### config.mk
export PLATFORM = sky130hd
export DESIGN_NAME = pulse_mod_unit
export DESIGN_NICKNAME = d
export VERILOG_FILES = /design/src/rtl/pmu_pkg.sv /design/src/rtl/pmu_regs.sv /design/src/rtl/pmu_engine.sv /design/src/rtl/pulse_mod_unit.sv
export SDC_FILE = /design/constraint.sdc
export NUM_CORES = 1
export LEC_CHECK = 0
export ABC_AREA = 1
export CAP_MARGIN = 25
export CORE_ASPECT_RATIO = 0.8
export CORE_UTILIZATION = 45
export DETAILED_ROUTE_END_ITERATION = 16
export PLACE_DENSITY_LB_ADDON = 0.08
export SLEW_MARGIN = 10
export SYNTH_ARGS = -nofsm -noshare
export SYNTH_HDL_FRONTEND = slang
export SYNTH_SLANG_ARGS = --single-unit
### constraint.sdc
create_clock -name clk -period 4.21 [get_ports clk]
set_input_delay 1.263 -clock clk [delete_from_list [all_inputs] [get_ports clk]]
set_output_delay 1.263 -clock clk [all_outputs]
set_load 0.005 [all_outputs]
### src/rtl/pmu_pkg.sv
package pmu_pkg;

  localparam int OFS_W      = 4;
  localparam int OFS_CTRL   = 0;
  localparam int OFS_DUTY   = 4;
  localparam int OFS_PERIOD = 8;

  typedef enum logic [1:0] {
    SEL_CTRL,
    SEL_DUTY,
    SEL_PERIOD,
    SEL_NONE
  } reg_sel_e;

  function automatic reg_sel_e decode_ofs(input logic [OFS_W-1:0] ofs);
    case (ofs)
      OFS_W'(OFS_CTRL):   decode_ofs = SEL_CTRL;
      OFS_W'(OFS_DUTY):   decode_ofs = SEL_DUTY;
      OFS_W'(OFS_PERIOD): decode_ofs = SEL_PERIOD;
      default:            decode_ofs = SEL_NONE;
    endcase
  endfunction

endpackage

### src/rtl/pmu_regs.sv
module pmu_regs
  import pmu_pkg::*;
#(
  parameter int PRE_W  = 6,
  parameter int PER_W  = 10,
  parameter int DATA_W = 32
) (
  input  logic              clk,
  input  logic              rst_n,
  input  logic              wr_en,
  input  logic [OFS_W-1:0]  ofs,
  input  logic [DATA_W-1:0] wr_data,
  output logic [DATA_W-1:0] rd_data,
  output logic [PRE_W-1:0]  cfg_pre,
  output logic              cfg_abrupt,
  output logic [PER_W-1:0]  cfg_dc,
  output logic              cfg_full,
  output logic [PER_W-1:0]  cfg_pv
);

  localparam int CTRL_W = PRE_W + 1;
  localparam int DUTY_W = PER_W + 1;

  logic [CTRL_W-1:0] ctrl_q;
  logic [DUTY_W-1:0] duty_q;
  logic [PER_W-1:0]  per_q;
  reg_sel_e          sel;

  assign sel = decode_ofs(ofs);

  always_ff @(posedge clk or negedge rst_n) begin
    if (!rst_n) begin
      ctrl_q <= '0;
      duty_q <= '0;
      per_q  <= '0;
    end else if (wr_en) begin
      case (sel)
        SEL_CTRL:   ctrl_q <= wr_data[CTRL_W-1:0];
        SEL_DUTY:   duty_q <= wr_data[DUTY_W-1:0];
        SEL_PERIOD: per_q  <= wr_data[PER_W-1:0];
        default:    ;
      endcase
    end
  end

  always_comb begin
    rd_data = '0;
    case (sel)
      SEL_CTRL:   rd_data[CTRL_W-1:0] = ctrl_q;
      SEL_DUTY:   rd_data[DUTY_W-1:0] = duty_q;
      SEL_PERIOD: rd_data[PER_W-1:0]  = per_q;
      default:    ;
    endcase
  end

  assign cfg_pre    = ctrl_q[PRE_W-1:0];
  assign cfg_abrupt = ctrl_q[PRE_W];
  assign cfg_dc     = duty_q[PER_W-1:0];
  assign cfg_full   = duty_q[PER_W];
  assign cfg_pv     = per_q;

  AST_RD_UPPER_ZERO: assert property (@(posedge clk) disable iff (!rst_n)
    rd_data[DATA_W-1:DUTY_W] == '0);

  AST_WRITE_TAKES: assert property (@(posedge clk) disable iff (!rst_n)
    (wr_en && sel == SEL_PERIOD) |=> (cfg_pv == $past(wr_data[PER_W-1:0])));

endmodule

### src/rtl/pmu_engine.sv
module pmu_engine #(
  parameter int PRE_W = 6,
  parameter int PER_W = 10
) (
  input  logic             clk,
  input  logic             rst_n,
  input  logic             run_en,
  input  logic [PRE_W-1:0] cfg_pre,
  input  logic             cfg_abrupt,
  input  logic [PER_W-1:0] cfg_dc,
  input  logic             cfg_full,
  input  logic [PER_W-1:0] cfg_pv,
  output logic             pwm_q
);

  logic             running_q, n_running;
  logic [PRE_W-1:0] pre_cnt_q, n_pre_cnt;
  logic [PER_W-1:0] per_cnt_q, n_per_cnt;
  logic [PRE_W-1:0] sh_pre_q, n_sh_pre;
  logic [PER_W-1:0] sh_pv_q, n_sh_pv;
  logic [PER_W-1:0] sh_dc_q, n_sh_dc;
  logic             sh_full_q, n_sh_full;
  logic             n_pwm;
  logic             pre_end, per_end, boundary;

  assign pre_end  = (pre_cnt_q == sh_pre_q);
  assign per_end  = (per_cnt_q == sh_pv_q);
  assign boundary = running_q && pre_end && per_end;

  always_comb begin
    n_running = running_q;
    n_pre_cnt = pre_cnt_q;
    n_per_cnt = per_cnt_q;
    n_sh_pre  = sh_pre_q;
    n_sh_pv   = sh_pv_q;
    n_sh_dc   = sh_dc_q;
    n_sh_full = sh_full_q;
    if (!running_q) begin
      if (run_en) begin
        n_running = 1'b1;
        n_pre_cnt = '0;
        n_per_cnt = '0;
        n_sh_pre  = cfg_pre;
        n_sh_pv   = cfg_pv;
        n_sh_dc   = cfg_dc;
        n_sh_full = cfg_full;
      end
    end else if (!run_en && cfg_abrupt) begin
      n_running = 1'b0;
      n_pre_cnt = '0;
      n_per_cnt = '0;
    end else if (pre_end) begin
      n_pre_cnt = '0;
      if (per_end) begin
        n_per_cnt = '0;
        if (run_en) begin
          n_sh_pre  = cfg_pre;
          n_sh_pv   = cfg_pv;
          n_sh_dc   = cfg_dc;
          n_sh_full = cfg_full;
        end else begin
          n_running = 1'b0;
        end
      end else begin
        n_per_cnt = per_cnt_q + 1'b1;
      end
    end else begin
      n_pre_cnt = pre_cnt_q + 1'b1;
    end
    n_pwm = n_running && (n_sh_full || (n_per_cnt < n_sh_dc));
  end

  always_ff @(posedge clk or negedge rst_n) begin
    if (!rst_n) begin
      running_q <= 1'b0;
      pre_cnt_q <= '0;
      per_cnt_q <= '0;
      sh_pre_q  <= '0;
      sh_pv_q   <= '0;
      sh_dc_q   <= '0;
      sh_full_q <= 1'b0;
      pwm_q     <= 1'b0;
    end else begin
      running_q <= n_running;
      pre_cnt_q <= n_pre_cnt;
      per_cnt_q <= n_per_cnt;
      sh_pre_q  <= n_sh_pre;
      sh_pv_q   <= n_sh_pv;
      sh_dc_q   <= n_sh_dc;
      sh_full_q <= n_sh_full;
      pwm_q     <= n_pwm;
    end
  end

  AST_PRE_IN_RANGE: assert property (@(posedge clk) disable iff (!rst_n)
    running_q |-> (pre_cnt_q <= sh_pre_q));

  AST_PER_IN_RANGE: assert property (@(posedge clk) disable iff (!rst_n)
    running_q |-> (per_cnt_q <= sh_pv_q));

  AST_ABRUPT_LOW: assert property (@(posedge clk) disable iff (!rst_n)
    (running_q && !run_en && cfg_abrupt) |=> !pwm_q);

  AST_SHADOW_HOLD: assert property (@(posedge clk) disable iff (!rst_n)
    (running_q && !boundary) |=> ($stable(sh_pv_q) && $stable(sh_dc_q)));

  AST_ZERO_DUTY_LOW: assert property (@(posedge clk) disable iff (!rst_n)
    (running_q && !sh_full_q && sh_dc_q == '0) |-> !pwm_q);

  AST_IDLE_LOW: assert property (@(posedge clk) disable iff (!rst_n)
    !running_q |-> !pwm_q);

  AST_GRACEFUL_HOLD: assert property (@(posedge clk) disable iff (!rst_n)
    (running_q && !run_en && !cfg_abrupt && !boundary) |=> running_q);

endmodule

### src/rtl/pulse_mod_unit.sv
module pulse_mod_unit
  import pmu_pkg::*;
#(
  parameter int NUM_CH = 2,
  parameter int PRE_W  = 6,
  parameter int PER_W  = 10,
  parameter int DATA_W = 32,
  parameter int ADDR_W = 5
) (
  input  logic              clk,
  input  logic              rst_n,
  input  logic              bus_wr,
  input  logic [ADDR_W-1:0] bus_addr,
  input  logic [DATA_W-1:0] bus_wdata,
  output logic [DATA_W-1:0] bus_rdata,
  input  logic [NUM_CH-1:0] run_en,
  output logic [NUM_CH-1:0] pwm_out
);

  localparam int CH_W = ADDR_W - OFS_W;

  logic [CH_W-1:0]   ch_idx;
  logic [OFS_W-1:0]  reg_ofs;
  logic [DATA_W-1:0] ch_rd [NUM_CH];

  assign ch_idx  = bus_addr[ADDR_W-1:OFS_W];
  assign reg_ofs = bus_addr[OFS_W-1:0];

  for (genvar c = 0; c < NUM_CH; c++) begin : g_ch
    logic [PRE_W-1:0] pre;
    logic             abrupt;
    logic [PER_W-1:0] dc;
    logic             full;
    logic [PER_W-1:0] pv;
    logic             sel_me;

    assign sel_me = (ch_idx == CH_W'(c));

    pmu_regs #(.PRE_W(PRE_W), .PER_W(PER_W), .DATA_W(DATA_W)) u_regs (
      .clk        (clk),
      .rst_n      (rst_n),
      .wr_en      (bus_wr && sel_me),
      .ofs        (reg_ofs),
      .wr_data    (bus_wdata),
      .rd_data    (ch_rd[c]),
      .cfg_pre    (pre),
      .cfg_abrupt (abrupt),
      .cfg_dc     (dc),
      .cfg_full   (full),
      .cfg_pv     (pv)
    );

    pmu_engine #(.PRE_W(PRE_W), .PER_W(PER_W)) u_eng (
      .clk        (clk),
      .rst_n      (rst_n),
      .run_en     (run_en[c]),
      .cfg_pre    (pre),
      .cfg_abrupt (abrupt),
      .cfg_dc     (dc),
      .cfg_full   (full),
      .cfg_pv     (pv),
      .pwm_q      (pwm_out[c])
    );
  end

  always_comb begin
    bus_rdata = '0;
    for (int c = 0; c < NUM_CH; c++) begin
      if (ch_idx == CH_W'(c)) bus_rdata = ch_rd[c];
    end
  end

  AST_OUT_LOW_IN_RESET_EXIT: assert property (@(posedge clk) disable iff (!rst_n)
    $rose(rst_n) |-> (pwm_out == '0));

endmodule

-- After elaboration in Yosys (flattened, before gate mapping)
Index checks and enable logic that the tools add are counted.
- flip-flop bits (word level): 146
- output and inout port bits: 34
- add/subtract/negate cells: 4
- order comparisons: 2
- equality and inequality tests: 14
- muxes and demuxes: 76
- bitwise operators: 1
- reductions and logical operators: 22
- operators by type and width (kind ; count):
    10-bit 2-to-1 mux ; 30
    6-bit 2-to-1 mux ; 18
    7-bit one-hot mux with 3 select lines ; 2
    1-bit 2-to-1 mux ; 22
    10-bit by 1-bit adder with 10-bit output (second input constant) ; 2
    10-bit equality test ; 2
    10-bit < comparator ; 2
    6-bit by 1-bit adder with 6-bit output (second input constant) ; 2
    6-bit equality test ; 2
    2-bit != test (second input constant) ; 6
    3-bit one-hot mux with 2 select lines ; 2
    2-bit AND reduction ; 6
    11-bit 2-to-1 mux ; 1
    1-bit logical AND ; 6
    2-bit one-hot mux with 3 select lines ; 1
    3-bit AND reduction ; 2
    4-bit by 3-bit equality test with 1-bit output (second input constant) ; 1
    4-bit equality test (second input constant) ; 1
    4-bit logical NOT ; 1
    2-bit nonzero test ; 2
    2-bit by 1-bit equality test with 1-bit output (second input constant) ; 1
    2-bit equality test (second input constant) ; 1
    1-bit logical NOT ; 2
    2-bit logical NOT ; 1
    other kinds (2) ; 3

-- Longest topological paths before layout
Gate-level depths: netlist of run 1.
- depth after elaboration: 8
- mapped depth: 21
- depth with buffers taken out: 20

-- Modules after synthesis
Synthesis of run 1 repeated with hierarchy kept, for this count alone.
- cell total of the unflattened synthesis: 1170
- area, all modules: 8947.3 um^2
- by module, submodules not included (module ; times used ; cells an instance ; area each (um^2)):
    pmu_engine ; 2 ; 319 ; 2577.5
    pmu_regs ; 2 ; 212 ; 1651.6
    pulse_mod_unit ; 1 ; 108 ; 489.2

-- Least setup slack after synthesis of run 1
Ideal clock, no wire load.
- kind: input to output
- from: input bus_addr[1]
- to: output bus_rdata[4]
- arrival: 2.661 ns
- required time: 2.947 ns
- slack: 0.286 ns
- stages: 10
- path through: nor2_1 > inv_1 > nor3_1 > inv_1 > ha_1 > clkbuf_1 > a221oi_1 > o21ai_0 > o211ai_1 > inv_1
- longest elaborated chain between the ends: 5
- elaborated cells between the ends (all ways): 10
- classes of those cells: eq/ne: 4; mux: 4; reduce/logical: 2
- ends and longest elaborated chain (item ; RTL line ; RTL):
    from (decl) ; pulse_mod_unit.sv:13 ; input logic [ADDR_W-1:0] bus_addr,
    4-bit equality test (tied with other cells) ; pmu_pkg.sv:16 ; case (ofs)
    2-bit one-hot mux with 3 select lines * ; pmu_pkg.sv:16 ;
    2-bit equality test (tied with other cells) ; pmu_regs.sv:48 ; case (sel)
    7-bit one-hot mux with 3 select lines ; pmu_regs.sv:48 ;
    11-bit 2-to-1 mux * ; pulse_mod_unit.sv:69 ; if (ch_idx == CH_W'(c)) bus_rdata = ch_rd[c];
    to (decl) ; pulse_mod_unit.sv:15 ; output logic [DATA_W-1:0] bus_rdata,
Every way passes the cells marked *; elsewhere a longest branch is shown, timed or not.

-- Worst setup path in the final report of run 1
- from: input bus_addr[1]
- to: output bus_rdata[5]
Same word-level chain as after synthesis.

==> results of run 1 <==
-- per-stage QoR --
step	util	cells
after floorplan	-	970
after global placement	0.509	1223
after detailed placement	0.509	1223
after CTS	0.556	1262
after global routing	0.561	1262
final	0.561	1262
-- layout by cell type, fill, tap and decap left out, drive strengths merged, types with 9 or more instances in the layout --
| master | netlist | layout |
|---|---|---|
| clkinv | 5 | 12 |
| nand4 | 9 | 9 |
| o21ai | 126 | 126 |
| inv | 155 | 155 |
| nand3 | 26 | 26 |
| ha | 25 | 25 |
| conb | 1 | 21 |
| nand2 | 242 | 242 |
| o22ai | 12 | 12 |
| clkdlybuf4s50 | 0 | 17 |
| clkbuf | 14 | 20 |
| xor2 | 18 | 18 |
| a21oi | 33 | 33 |
| nor2 | 59 | 59 |
| buf | 34 | 68 |
| dfrtp | 146 | 146 |
-- worst max path at each step --
stage	endpoint	slack [ns]	depth (start not counted)
2_1_floorplan	bus_rdata[4]	0.29	10
3_3_place_gp	bus_rdata[4]	-0.69	13
3_5_place_dp	bus_rdata[4]	-0.71	13
4_1_cts	bus_rdata[4]	0.02	13
5_1_grt	bus_rdata[4]	-0.05	13
6_report	bus_rdata[5]	0.05	13
-- tightest hold or removal path: cells and delay by family, from the launching register on --
kind / cells / cell delay, ns
DFF: 1 / 0.34
AOI/OAI and AO/OA: 1 / 0.06
and+or+nand+nor: 1 / 0.05
-- layout make-up --
class	count	area, µm²
inverters	160	613
repair buffers	88	774
well taps	220	275
clock inverters	14	189
flip-flops and latches	146	3650
fillers	1565	7270
clock buffers	18	429
multi-input cells	616	3350
-- power by group --
part | leakage [nW] | internal (mW) | total [mW] | switching, mW
sequential | 1.90 | 1.76 | 2.03 | 0.266
combinational | 2.39 | 0.676 | 1.61 | 0.938
clock | 0.296 | 0.989 | 1.59 | 0.600
total | 4.59 | 3.43 | 5.23 | 1.80
-- cell families (layout without fill, tap and decap cells) --
| logic type | Yosys count | after routing | share of synthesized area |
|---|---|---|---|
| AND/OR/NAND/NOR | 343 | 343 | 0.185 |
| buffers and inverters | 208 | 280 | 0.116 |
| AO/OA/AOI/OAI | 198 | 198 | 0.145 |
| flip-flops | 146 | 146 | 0.478 |
| adder cells (fa/ha/maj) | 25 | 25 | 0.0409 |
| XOR/XNOR | 25 | 25 | 0.0287 |
| multiplexers | 4 | 4 | 0.00589 |
| other | 1 | 21 | 0.000491 |
-- layer usage --
layer,vias to the layer above,track usage,share of wire
met2,129,0.319,0.41
met1,2911,0.348,0.53
met5,-,0,0
li1,3157,-,-
met3,11,0.0467,0.047
met4,0,0.0561,0.0078
-- flip-flops by register name (all words and copies together), names as in the netlist --
register,count
g_ch.u_eng.sh_pv_q,20
g_ch.u_eng.sh_full_q,2
g_ch.u_eng.sh_pre_q,12
g_ch.u_regs.duty_q,22
g_ch.u_eng.sh_dc_q,20
g_ch.u_eng.per_cnt_q,20
g_ch.u_eng.pre_cnt_q,12
g_ch.u_eng.running_q,2
g_ch.u_regs.ctrl_q,14
g_ch.u_eng.pwm_q,2
g_ch.u_regs.cfg_pv,20
-- what timing repair did --
action | CTS | global route
setup endpoints to repair | 11 | 10
gates cloned | 1 | 0
buffers inserted | 6 | 0
hold buffers | 0 | 0
pin swaps | 18 | 12
hold endpoints to repair | 0 | 0
gates resized for setup | 96 | 22
==> impl_metrics.ini, run 1 <==
[yosys]
post_synth_num_cell_types = 38
synth_area_leaders = dfrtp_1 (48%), nand2_1 (12%), inv_1 (7.3%)
yosysTopAreaCellShare = 0.478
synth_common_cells = nand2_1 (240), inv_1 (149), dfrtp_1 (146)
synthFlopType = dfrtp_1
synth_edf_count = 0
synth_area_per_cell_um2 = 8.04
synth_seq_cells = 146
synthArstFlopShare = 1.00
synth.most_common_cell = nand2_1
syn_area_um2 = 7640
yosys.area.top_type = dfrtp_1
yosysWarnings = 0
ys_seq_area_frac = 0.478
syn_inst = 950

[clock_tree]
cts_tree = yes
clk_path_buf_depth = 2
clkTransAtPathRegs_ns = 0.06
cts_inserted_buffers = 17
h-tree-depth = 4
clkLatencyLatePin_ns = 0.42
cts_sinks = 146
clock-root-buffer = clkbuf_16

[floorplanning]
die_area_um2 = 17500
io_pins = 76
die-height_um = 119
rows = 42
start_util = 0.462
core_um2 = 16600
dieWidth_um = 148

[detailed_routing]
ant_nets = 0
wl_per_cell_um = 14.4
dr_total_vias = 6208
drc = 0
routed_wl_um = 18200
drtIter0Drc = 452
first_pass_iters = 5
viasPerCell = 4.92

[worst_setup_path]
reg2reg_depth = 19
critical_path.top_delay_family = buffers and inverters
regToRegStartpoint = g_ch[0].u_eng.pre_cnt_q[4]$_DFFE_PN0P_
cp-start-kind = input port
worstPathArrival_ns = 2.89
path_max_fanout = 7
worstSetupPathType = input port to output pin
cp-startpoint = bus_addr[1]
ff2ff_setup_slack_ns = 0.74
cp_cell_sequence = buf_6 > nor2_4 > buf_6 > nand2_4 > nor2_4 > inv_2 > ha_4 > buf_8 > a221oi_2 > o21ai_2 > o211ai_1 > inv_1 > buf_2
path_buf_inv = 6
r2r-end = g_ch[0].u_eng.pwm_q$_DFF_PN0_
worst_setup_path_end_kind = output pin
slowest_delay_ns = 0.29
critPathRequiredTime_ns = 2.95
cp_slowest_cell = a221oi_2

[min_path]
hp-start = g_ch[0].u_regs.cfg_pv[0]$_DFFE_PN0P_
hold_path_depth = 2
hold_end = g_ch[0].u_regs.cfg_pv[0]$_DFFE_PN0P_
min_path_type = flop to flop

[power_and_ir_drop]
powerDensity_nw_per_um2 = 564
power_mw = 5.23
vdd_drop_max_mv = 0.318
p_leak_nw = 4.59

[global_route]
grt_first_pass_wirelength_um = 30500
grt_max_degree = 85
grt_pass1_vias = 5953
gr-usage-all-layers = 0.226
antenna_found_initial = 0
grt_overflow = 0

[timing]
finalCritPeriodShare = 0.987
worst_slack_ns = 0.0545
tightest_slew_ns = 0.822
fin_setup_tns_ns = 0
relSlewSlack = 0.452
whs_ns = 0.483
setup_violations = 0
rsz0062_at_grt = true
slew_violations = 0
hold_violations = 0
fin_crit_ns = 4.16
skew_ns = 0.00925
fmax_mhz = 241

[run]
max_cap_violations = 0

[status]
status = completed

[place]
hpwl_um = 13400
placed_cell_area_um2 = 8430
dp_slack_ns = -0.708
port_buffers = 33
place.gp.congestion = 0.829

[final_layout]
nets = 1096
layout-drive-gt1-share = 0.152
fin_area_um2 = 9280
antennaDiodeCount = 0
syn_to_final_growth_pct = 21.5
No activity file was read; power rests on OpenSTA's default activity.
==> run 2: changes to the inputs <==
- SKIP_LAST_GASP: default -> 1
- clock period: 4.21 -> 4.7 ns (I/O delays scaled with it)
==> run 2 against run 1 <==
Final cell count decreased by 1.7%. Register-to-register slack improved by 0.53 ns. Routed wire length is 1.7% lower. Flip-flop and latch count is the same. Largest cell class unchanged. Highest routed layer unchanged.
==> impl_metrics.ini, run 2 (same netlist as run 1, synthesis figures left out) <==
[clock_tree]
h-tree-depth = 4
cts_tree = yes
clkTransAtPathRegs_ns = 0.06
clkLatencyLatePin_ns = 0.43
cts_sinks = 146
holdBufCountCts = 0
clock-root-buffer = clkbuf_16
clk_path_buf_depth = 2
cts_inserted_buffers = 17

[worst_setup_path]
cp_slowest_cell = dlygate4sd2_1
critical_path.top_delay_family = buffers and inverters
slowest_delay_ns = 0.23
cp-start-kind = input port
critPathRequiredTime_ns = 3.29
cp_num_cells = 12
path_buf_inv = 6
worstSetupPathType = input port to output pin
path_max_fanout = 4
worst_setup_path_end_kind = output pin
worstPathArrival_ns = 3.16
reg2reg_depth = 16
cp_cell_sequence = dlygate4sd2_1 > nor2_2 > inv_2 > nor3_4 > buf_6 > ha_4 > clkinv_2 > buf_4 > o22ai_1 > o21ai_0 > a21oi_1 > clkdlybuf4s15_1

[floorplanning]
io_pins = 76
start_util = 0.462
rows = 42
dieWidth_um = 148
die-height_um = 119
core_um2 = 16600
die_area_um2 = 17500

[global_route]
grt_pass1_vias = 5721
grt_max_degree = 91
gr-usage-all-layers = 0.219
grt_overflow = 0
antenna_found_initial = 0
grt_first_pass_wirelength_um = 29300

[timing]
fmax_mhz = 219
skew_ns = 0.00707
slew_violations = 0
relSlewSlack = 0.543
tightest_slew_ns = 0.684
fin_setup_tns_ns = 0
rsz0062_at_grt = false
fin_crit_ns = 4.57
hold_violations = 0
finalCritPeriodShare = 0.972
setup_violations = 0

[place]
hpwl_um = 13100
place.gp.congestion = 0.824
port_buffers = 33

[detailed_routing]
dr_total_vias = 6175
wl_per_cell_um = 14.4
drc = 0
drtIter0Drc = 429
routed_wl_um = 17900
ant_nets = 0
viasPerCell = 4.98
first_pass_iters = 5

[run]
max_cap_violations = 0

[final_layout]
largest_reg_flops = 22
utilization = 0.548
seq_area_um2 = 3650
antennaDiodeCount = 0
regMostFlops = g_ch.u_regs.duty_q
layout-drive-gt1-share = 0.122
multi_input_area_um2 = 3350
final_cell_mix = nand2_1 (239), dfrtp_1 (146), inv_1 (144)
final_common_cell = nand2_1
nets = 1075
syn_to_final_growth_pct = 18.6
fillers = 1562

[power_and_ir_drop]
p_leak_nw = 4.46
vdd_drop_max_mv = 0.268
powerDensity_nw_per_um2 = 501

[status]
status = completed

[min_path]
min_path_type = flop to flop
hold_path_depth = 2
[run 2: area by class of cell]
| cell class | count | area share |
|---|---|---|
| Clock buffer | 27 | 0.0577 |
| Clock inverter | 4 | 0.00773 |
| Inverter | 160 | 0.0672 |
| Multi-Input combinational cell | 616 | 0.369 |
| Sequential cell | 146 | 0.403 |
| Tap cell | 220 | 0.0304 |
| Timing Repair Buffer | 67 | 0.0649 |
[run 2: per-layer routing]
| metal | track usage | routed length [µm] |
|---|---|---|
| met3 | 0.0494 | 810 |
| met2 | 0.306 | 7400 |
| met1 | 0.337 | 9480 |
| met5 | 0 | 0 |
| met4 | 0.0599 | 224 |
[run 2: per-stage QoR]
step,instance area [µm²],cells,hold slack [ns],total power [mW],setup slack [ns]
after CTS,9050,1240,0.486,4.57,0.00361
after global routing,9060,1240,0.508,4.87,0.00294
after detailed placement,8290,1207,0.473,3.16,-0.580
after global placement,8290,1207,0.465,3.14,-0.550
final,9060,1240,0.482,4.54,0.131
after floorplan,7720,970,0.453,2.74,0.482
[run 2: what timing repair did]
action                                  4_1_cts  5_1_grt
setup buffers                                 2        0
endpoints found under the setup margin       11        8
hold endpoints to repair                      0        0
gates cloned                                  0        0
gates resized for setup                      77       14
pin swaps                                    11        6
[run 2: path summary, 6_finish.rpt]
| kind | slack [ns] | from | endpoint |
|---|---|---|---|
| max in group asynchronous | 2.88 | rst_n | g_ch[0].u_eng.per_cnt_q[4]$_DFF_PN0_ |
| min in group asynchronous | 0.96 | rst_n | g_ch[1].u_eng.pre_cnt_q[2]$_DFFE_PN0P_ |
| worst min register to register | 0.48 | g_ch[0].u_regs.ctrl_q[0]$_DFFE_PN0P_ | g_ch[0].u_regs.ctrl_q[0]$_DFFE_PN0P_ |
| worst max-delay path | 0.13 | bus_addr[1] | bus_rdata[9] |
| worst min-delay path | 0.48 | g_ch[0].u_regs.ctrl_q[0]$_DFFE_PN0P_ | g_ch[0].u_regs.ctrl_q[0]$_DFFE_PN0P_ |
| worst max register to register | 1.27 | g_ch[1].u_eng.per_cnt_q[0]$_DFF_PN0_ | g_ch[1].u_eng.pwm_q$_DFF_PN0_ |
[run 2: worst reg2reg max path, stage by stage, from the launching register on]
cell	delay, ns
dfrtp_1	0.44
xnor2_1	0.16
nand2_1	0.08
nor2_1	0.15
nand3_1	0.22
nand2_1	0.19
nand3_2	0.31
o21ai_0	0.36
inv_1	0.09
ha_1	0.31
a21oi_1	0.13
nand3b_1	0.13
a21oi_1	0.10
a2111oi_0	0.32
buf_4	0.19
nand2_1	0.07
a21oi_1	0.12
[run 2: power by group]
part	internal, mW	total (mW)	switching, mW
combinational	0.534	1.36	0.821
sequential	1.58	1.82	0.237
clock	0.862	1.37	0.504
